===== config.mk =====
export PLATFORM = sky130hd
export DESIGN_NAME = lsr_history_rec
export DESIGN_NICKNAME = d
export VERILOG_FILES = /design/src/rtl/lsr_pkg.sv /design/src/rtl/lsr_ctrl_reg.sv /design/src/rtl/lsr_change_det.sv /design/src/rtl/lsr_ring.sv /design/src/rtl/lsr_history_rec.sv
export SDC_FILE = /design/constraint.sdc
export NUM_CORES = 2
export LEC_CHECK = 0
export ABC_AREA = 0
export CAP_MARGIN = 15
export CORE_ASPECT_RATIO = 0.75
export CORE_UTILIZATION = 35
export DETAILED_ROUTE_END_ITERATION = 6
export DONT_BUFFER_PORTS = 1
export SYNTH_ARGS = -nofsm -noshare
export SYNTH_HDL_FRONTEND = slang
export SYNTH_SLANG_ARGS = --single-unit

===== constraint.sdc =====
create_clock -name clk -period 4.1 [get_ports clk]
set_clock_uncertainty 0.05 [all_clocks]
set_input_delay 0.205 -clock clk [delete_from_list [all_inputs] [get_ports clk]]
set_output_delay 0.205 -clock clk [all_outputs]
set_load 0.1 [all_outputs]

===== src/rtl/lsr_pkg.sv =====
package lsr_pkg;
   localparam int unsigned LSR_WORD_W   = 32;
   localparam int unsigned LSR_STATE_W  = 6;
   localparam int unsigned LSR_RATE_W   = 3;
   localparam int unsigned LSR_SUB_W    = 3;
   localparam int unsigned LSR_RATE_LSB = 20;
   localparam int unsigned LSR_SUB_LSB  = 8;
   localparam int unsigned LSR_CTRL_W   = 16;
   localparam int unsigned LSR_EN_BITS  = 3;
endpackage


===== src/rtl/lsr_ctrl_reg.sv =====
module lsr_ctrl_reg #(
   parameter int unsigned CTRL_W = 16
) (
   input  logic                clk,
   input  logic                rst_n,
   input  logic                wr,
   input  logic [2*CTRL_W-1:0] wdata,
   output logic [CTRL_W-1:0]   q
);
   for (genvar i = 0; i < CTRL_W; i++) begin : g_bit
      always_ff @(posedge clk) begin
         if (!rst_n)
            q[i] <= 1'b0;
         else if (wr && wdata[CTRL_W+i])
            q[i] <= wdata[i];
      end
   end

   // a write whose enable half is all zero leaves the register alone
   a_r8_masked_hold: assert property (@(posedge clk) disable iff (!rst_n)
      (wr && wdata[2*CTRL_W-1:CTRL_W] == '0) |=> $stable(q));
endmodule


===== src/rtl/lsr_change_det.sv =====
module lsr_change_det #(
   parameter int unsigned STATE_W = 6
) (
   input  logic               clk,
   input  logic               rst_n,
   input  logic               enable,
   input  logic [STATE_W-1:0] state,
   output logic               log_now
);
   logic [STATE_W-1:0] prev_q;

   always_ff @(posedge clk) begin
      if (!rst_n) prev_q <= '0;
      else        prev_q <= state;
   end

   assign log_now = enable && (state != prev_q);

   // a steady state never produces a log request
   a_r2_steady_quiet: assert property (@(posedge clk) disable iff (!rst_n)
      $stable(state) |-> !log_now);
endmodule


===== src/rtl/lsr_ring.sv =====
module lsr_ring #(
   parameter int unsigned DEPTH  = 64,
   parameter int unsigned WORD_W = 32
) (
   input  logic              clk,
   input  logic              rst_n,
   input  logic              wr_en,
   input  logic [WORD_W-1:0] wr_data,
   input  logic              rd_en,
   output logic [WORD_W-1:0] rd_data
);
   localparam int unsigned PTR_W = $clog2(DEPTH);

   logic [WORD_W-1:0] mem [DEPTH];
   logic [PTR_W-1:0]  rd_ptr, last_ptr;
   logic [PTR_W-1:0]  rd_nxt, last_nxt;
   logic              empty, full, rd_adv;

   assign rd_nxt   = rd_ptr + 1'b1;
   assign last_nxt = last_ptr + 1'b1;
   assign empty    = (rd_ptr == last_ptr);
   assign full     = (last_nxt == rd_ptr);
   assign rd_adv   = (rd_en && !empty) || (wr_en && full);
   assign rd_data  = empty ? mem[rd_ptr] : mem[rd_nxt];

   always_ff @(posedge clk) begin
      if (!rst_n) begin
         rd_ptr   <= '0;
         last_ptr <= '0;
         for (int i = 0; i < DEPTH; i++) mem[i] <= '0;
      end else begin
         if (wr_en) begin
            mem[last_nxt] <= wr_data;
            last_ptr      <= last_nxt;
         end
         if (rd_adv) rd_ptr <= rd_nxt;
      end
   end

   // every accepted write moves the fill pointer by one slot
   a_r2_fill_step: assert property (@(posedge clk) disable iff (!rst_n)
      wr_en |=> last_ptr == PTR_W'($past(last_ptr) + 1'b1));
   // without a write the fill pointer holds
   a_r6_fill_hold: assert property (@(posedge clk) disable iff (!rst_n)
      !wr_en |=> $stable(last_ptr));
   // a read with nothing unread leaves the read position unchanged
   a_r4_empty_read: assert property (@(posedge clk) disable iff (!rst_n)
      (rd_en && empty && !wr_en) |=> $stable(rd_ptr));
   // a write into a full ring pushes the read position forward
   a_r7_overrun_push: assert property (@(posedge clk) disable iff (!rst_n)
      (wr_en && full) |=> rd_ptr == PTR_W'($past(rd_ptr) + 1'b1));
endmodule


===== src/rtl/lsr_history_rec.sv =====
module lsr_history_rec
   import lsr_pkg::*;
#(
   parameter int unsigned DEPTH    = 64,
   parameter int unsigned WORD_W   = LSR_WORD_W,
   parameter int unsigned STATE_W  = LSR_STATE_W,
   parameter int unsigned RATE_W   = LSR_RATE_W,
   parameter int unsigned SUB_W    = LSR_SUB_W,
   parameter int unsigned RATE_LSB = LSR_RATE_LSB,
   parameter int unsigned SUB_LSB  = LSR_SUB_LSB,
   parameter int unsigned CTRL_W   = LSR_CTRL_W,
   parameter int unsigned EN_BITS  = LSR_EN_BITS
) (
   input  logic               clk,
   input  logic               rst_n,
   input  logic               ctrl_wr,
   input  logic [31:0]        ctrl_wdata,
   output logic [15:0]        ctrl_rdata,
   input  logic               stat_rd,
   output logic [31:0]        stat_data,
   input  logic [5:0]         link_state,
   input  logic [2:0]         link_rate,
   input  logic [2:0]         link_l1sub
);
   if (DEPTH < 4 || (DEPTH & (DEPTH - 1)) != 0) begin : g_bad_depth
      $error("DEPTH must be a power of two of at least 4");
   end
   if (STATE_W > SUB_LSB || SUB_LSB + SUB_W > RATE_LSB || RATE_LSB + RATE_W > WORD_W) begin : g_bad_fields
      $error("entry fields overlap or exceed the word");
   end
   if (WORD_W != 32 || CTRL_W != 16 || STATE_W != 6 || RATE_W != 3 || SUB_W != 3) begin : g_bad_ports
      $error("port widths are fixed by the register layout");
   end
   if (EN_BITS == 0 || EN_BITS > CTRL_W) begin : g_bad_en
      $error("EN_BITS out of range");
   end

   logic [CTRL_W-1:0] ctrl_q;
   logic              cap_on;
   logic              log_now;
   logic [WORD_W-1:0] entry;

   lsr_ctrl_reg #(.CTRL_W(CTRL_W)) u_ctrl (
      .clk   (clk),
      .rst_n (rst_n),
      .wr    (ctrl_wr),
      .wdata (ctrl_wdata),
      .q     (ctrl_q)
   );

   assign cap_on     = &ctrl_q[EN_BITS-1:0];
   assign ctrl_rdata = ctrl_q;

   lsr_change_det #(.STATE_W(STATE_W)) u_det (
      .clk     (clk),
      .rst_n   (rst_n),
      .enable  (cap_on),
      .state   (link_state),
      .log_now (log_now)
   );

   always_comb begin
      entry = '0;
      entry[STATE_W-1:0]                = link_state;
      entry[SUB_LSB +: SUB_W]           = link_l1sub;
      entry[RATE_LSB +: RATE_W]         = link_rate;
   end

   lsr_ring #(.DEPTH(DEPTH), .WORD_W(WORD_W)) u_ring (
      .clk     (clk),
      .rst_n   (rst_n),
      .wr_en   (log_now),
      .wr_data (entry),
      .rd_en   (stat_rd),
      .rd_data (stat_data)
   );

   // with capture off the ring is never written
   a_r6_off_no_log: assert property (@(posedge clk) disable iff (!rst_n)
      !cap_on |-> !log_now);
   // bits outside the three fields of a shown entry stay zero
   a_r3_spare_zero: assert property (@(posedge clk) disable iff (!rst_n)
      (stat_data & ~32'h0070_073F) == 32'h0);
endmodule


# == After elaboration in Yosys (flattened, before gate mapping) ==
# Memory sizes are Yosys's and may differ from the RTL's. A register that Yosys moved wholly into a read port is not among the register bits.
# Index checks and enable logic that the tools add are counted.
# word_totals
regBits,34
latch_bits,0
ram_bits,768
romBits,0
out_inout_bits,48
mem_count,1
# classes
n_addsub,2
mul,0
div_mod_pow,0
n_lt_le_gt_ge,0
eq_ne,3
shift,0
mux,10
n_bitwise,0
reduce_logical,23
# memory_table
name,depth,word_bits,read_ports,rd_ports_with_merged_regs,wr,line_no,rtl
u_ring.mem,64,12,2,1,64,lsr_ring.sv:14,logic [WORD_W-1:0] mem [DEPTH];
# op_table
op,n
$mux 32,1
$logic_and 1x1->1,19
$mux 6,3
$add 6x1->6 const B,2
$eq 6x6->1,2
$mux 12,1
$reduce_or 12->1,1
$ne 6x6->1,1
$mux 1,5
$reduce_and 3->1,1
$logic_not 1->1,1
$logic_or 1x1->1,1

# == Longest topological paths before layout ==
# logic_depth
ltp_word,7
mapped_depth,10
mapped_depth_nobuf,7

# == Cells and area by module ==
# A second synthesis with hierarchy kept.
# hier_totals
cells_unflattened,7408
hier_area_um2,111709.6
# modules_own_cells
mod,n_inst,cells_each,area_each_um2
lsr_ring,1,7301,110723.7
lsr_ctrl_reg,1,85,750.7
lsr_change_det,1,20,225.2
lsr_history_rec,1,2,10.0

# == Worst setup path before layout ==
# No wires, ideal clock.
# synth_timing
kind,reg2out
start,reg (tool-made name)
end,out stat_data[22]
arrival_time_ns,5.114
required_time_ns,3.845
path_slack_ns,-1.269
path_stages_with_launch,11
path_cell_list,dfxtp_1 > buf_4 > buf_4 > buf_2 > and2_1 > clkbuf_1 > a22oi_1 > nand2_1 > a22oi_1 > nand3_1 > o311ai_0
# synth_rtl
item,line_no,rtl
to (decl),lsr_history_rec.sv:20,"output logic [31:0] stat_data,"

# == Final worst setup path ==
# layout_timing
start,reg u_ring.rd_ptr[0]
end,out stat_data[21]
# layout_via
elab_chain_len,3
elab_cells_between_ends,4
cone_classes,add/sub: 1; eq/ne: 1; mux: 1; memory: 1
# layout_rtl
item,line_no,rtl
from (decl),lsr_ring.sv:15,"logic [PTR_W-1:0] rd_ptr, last_ptr;"
from (signal assigned),lsr_ring.sv:36,if (rd_adv) rd_ptr <= rd_nxt;
$add 6x1->6,lsr_ring.sv:19,assign rd_nxt = rd_ptr + 1'b1;
via u_ring.rd_nxt[1],lsr_ring.sv:16,"logic [PTR_W-1:0] rd_nxt, last_nxt;"
$mem_v2 64x12,-,
$mux 32,lsr_ring.sv:24,assign rd_data = empty ? mem[rd_ptr] : mem[rd_nxt];
# The timed path passes the listed nets, and every way through them passes these cells.

==> results.py <==
metrics = {
    "layout": {
        "drive_gt1_share_pct": 21.5,
        "area_growth_pct": 14.3,
        "fin_nets": 3334,
    },
    "logic_synthesis": {
        "synth_edf_count": 768,
        "synth_top_area_share_pct": 52.4,
        "synth_area_leaders": "edfxtp_1 (52%), mux4_2 (18%), and2_1 (11%)",
        "synth.top_cells.by_count": "and2_1 (783), edfxtp_1 (768), mux4_2 (361)",
        "netlist_instances": 3264,
        "yosysMostFrequentCell": "and2_1",
        "synth_top_area_cell": "edfxtp_1",
        "synthFlopType": "edfxtp_1",
        "yosys_warnings": 0,
        "synth_async_sr_flop_share_pct": 0,
        "synth-seq-cells": 808,
        "synth_area_per_cell_um2": 13.5,
        "synth.cell_area_um2": 44000,
        "synth_cell_types": 58,
        "ys_seq_area_share_pct": 54.3,
    },
    "routing": {
        "route.detailed.drc": 0,
        "drt_iter0_markers": 4769,
        "wirelength_mm": 148,
        "dr_wl_met2_mm": 61.5,
        "vias": 29415,
        "drtAntennaViolNets": 0,
        "highest_layer": "met4",
        "route.met3.wl_mm": 21.6,
        "dr.pass1.iters": 6,
        "vias_per_cell": 5.88,
        "wl_met1_mm": 61.7,
        "drt-wirelength-per-cell_um": 29.7,
    },
    "clock_network": {
        "clkSinkCount": 808,
        "clk_latency_ps": 680,
        "clk_pin_slew_ps": 60,
        "htree_levels": 3,
        "cts_tree": "done",
        "cts_inserted_buffers": 84,
        "clockBufferDepth": 3,
        "root_buffer": "clkbuf_16",
    },
    "sta": {
        "post-route-period-util_pct": 97.9,
        "tightest_slew_ps": 1140,
        "rsz0062_at_grt": "false",
        "relSlewSlack_pct": 24.0,
        "max_freq_mhz": 249,
        "period_needed_ps": 4020,
        "finalSetupViolations": 0,
        "setup_tns_ps": 0,
        "hold_ws_ps": 13.0,
        "hold_violations": 0,
        "drv_slew": 0,
    },
    "placement": {
        "place_hpwl_mm": 93.7,
        "portBuffers": 0,
        "place_congestion": 0.938,
    },
    "setup_path": {
        "start_kind": "register",
        "arrival_ps": 3760,
        "path_max_fanout": 44,
        "critPathRequiredTime_ps": 3850,
        "cp-end-kind": "output port",
        "crit_type": "reg2out",
    },
    "floorplanning": {
        "rows": 112,
        "dieArea_um2": 127000,
        "initial_utilization_pct": 35.3,
        "core_area_um2": 124000,
        "die_h_um": 309,
        "io-pin-count": 96,
        "die_x_um": 411,
    },
    "global_routing": {
        "grt_max_degree": 107,
        "grt_pass1_vias": 27674,
        "overflow": 0,
        "antenna_found_initial": 4,
        "track_usage_pct": 23.1,
        "grt_pass1_wl_mm": 210,
    },
    "outcome": {
        "status": "completed",
    },
    "pwr": {
        "leakagePower_uw": 0.0166,
        "ir_drop_v": 0.000348,
        "powerDensity_nw_per_um2": 369,
    },
    "worst_hold_path": {
        "min_path_type": "in2reg",
    },
    "run": {
        "max_cap_viol_count": 0,
    },
}
-- final timing paths --
path	start	end	slack, ps	cells past startpoint
worst max-delay path	u_ring.rd_ptr[0]$_SDFFE_PN0P_	stat_data[21]	80	9
worst min-delay path	link_l1sub[1]	u_ring.mem[19][7]$_SDFFCE_PN0P_	10	2
worst max register to register	u_ring.last_ptr[1]$_SDFFE_PN0P_	u_ring.mem[41][10]$_SDFFCE_PN0P_	490	7
worst min register to register	u_ring.last_ptr[1]$_SDFFE_PN0P_	u_ring.last_ptr[1]$_SDFFE_PN0P_	610	2
-- what timing repair did --
| item | in CTS | in global routing |
|---|---|---|
| gates resized for setup | 5 | 16 |
| hold buffers | 76 | 4 |
| setup buffers | 1 | 2 |
| hold endpoints to repair | 1396 | 12 |
| pin swaps | 0 | 1 |
| setup endpoints to repair | 4 | 4 |
| cloned | 0 | 1 |
-- area by class of cell --
class,instances,area [um^2]
clock inverters,43,400
repair buffers,274,2850
multi-input cells,2112,18800
clock buffers,108,2260
inverters,4,15.0
flip-flops and latches,808,23900
well taps,1653,2070
fillers,11341,74200
diodes,2,5.00
-- worst max-delay path, cell delays in order, from the launching register on --
cell and delay (ps):
dfxtp_4 390, ha_4 330, buf_12 340, mux4_2 600
nand2_1 90, nand3_1 210, nand3_1 240, nand4_1 350
buf_4 290, buf_16 170
-- power breakdown --
part	switching (uW)	total [uW]	internal, uW
Sequential	268	9660	9400
Combinational	749	1180	434
Clock	3380	7710	4330
-- cells by family after synthesis --
logic type,after synthesis,synth area share [%]
compound gates,293,4.27
xor+xnor,31,0.617
fa+ha+maj,2,0.0569
buf+inv,363,3.55
flops,808,54.3
mux,463,20.8
other cells,1,0.00853
simple gates,1303,16.4
-- through the flow --
step / total power [uW] / setup WS (ps) / cells / instance area [um^2] / utilization (%)
2_1_floorplan: 10400 / 595 / 3283 / 44100 / -
3_3_place_gp: 10700 / 580 / 4765 / 46400 / 37.3
3_5_place_dp: 10700 / 607 / 4766 / 46400 / 37.3
4_1_cts: 18600 / 24.5 / 4994 / 50100 / 40.2
5_1_grt: 19000 / 35.7 / 5003 / 50200 / 40.4
6_report: 18600 / 84.8 / 5004 / 50200 / 40.4
-- sequential cells by signal (all words and copies together) (netlist names), named ones only --
name and count:
u_ring.mem 768, u_ctrl.q 16, u_ring.rd_ptr 6, u_det.prev_q 6, u_ring.last_ptr 6
-- placed cells by master, fill, tap and decap left out, types with 35 or more instances in the layout --
cell type,count
nand3_1,81
clkbuf_16,88
and2_1,783
nor2_1,103
buf_4,167
dfxtp_1,35
mux4_2,361
a21oi_1,56
o21ai_1,66
nand2_1,252
dlygate4sd3_1,67
edfxtp_1,768
mux2i_1,92
-- layer usage --
layer	track usage, %	vias to the layer above
met5	0	-
met4	5.73	0
met3	9.07	176
met2	32.1	1869
met1	33.4	15162
li1	-	12208
(Power assumes the default switching activity.)
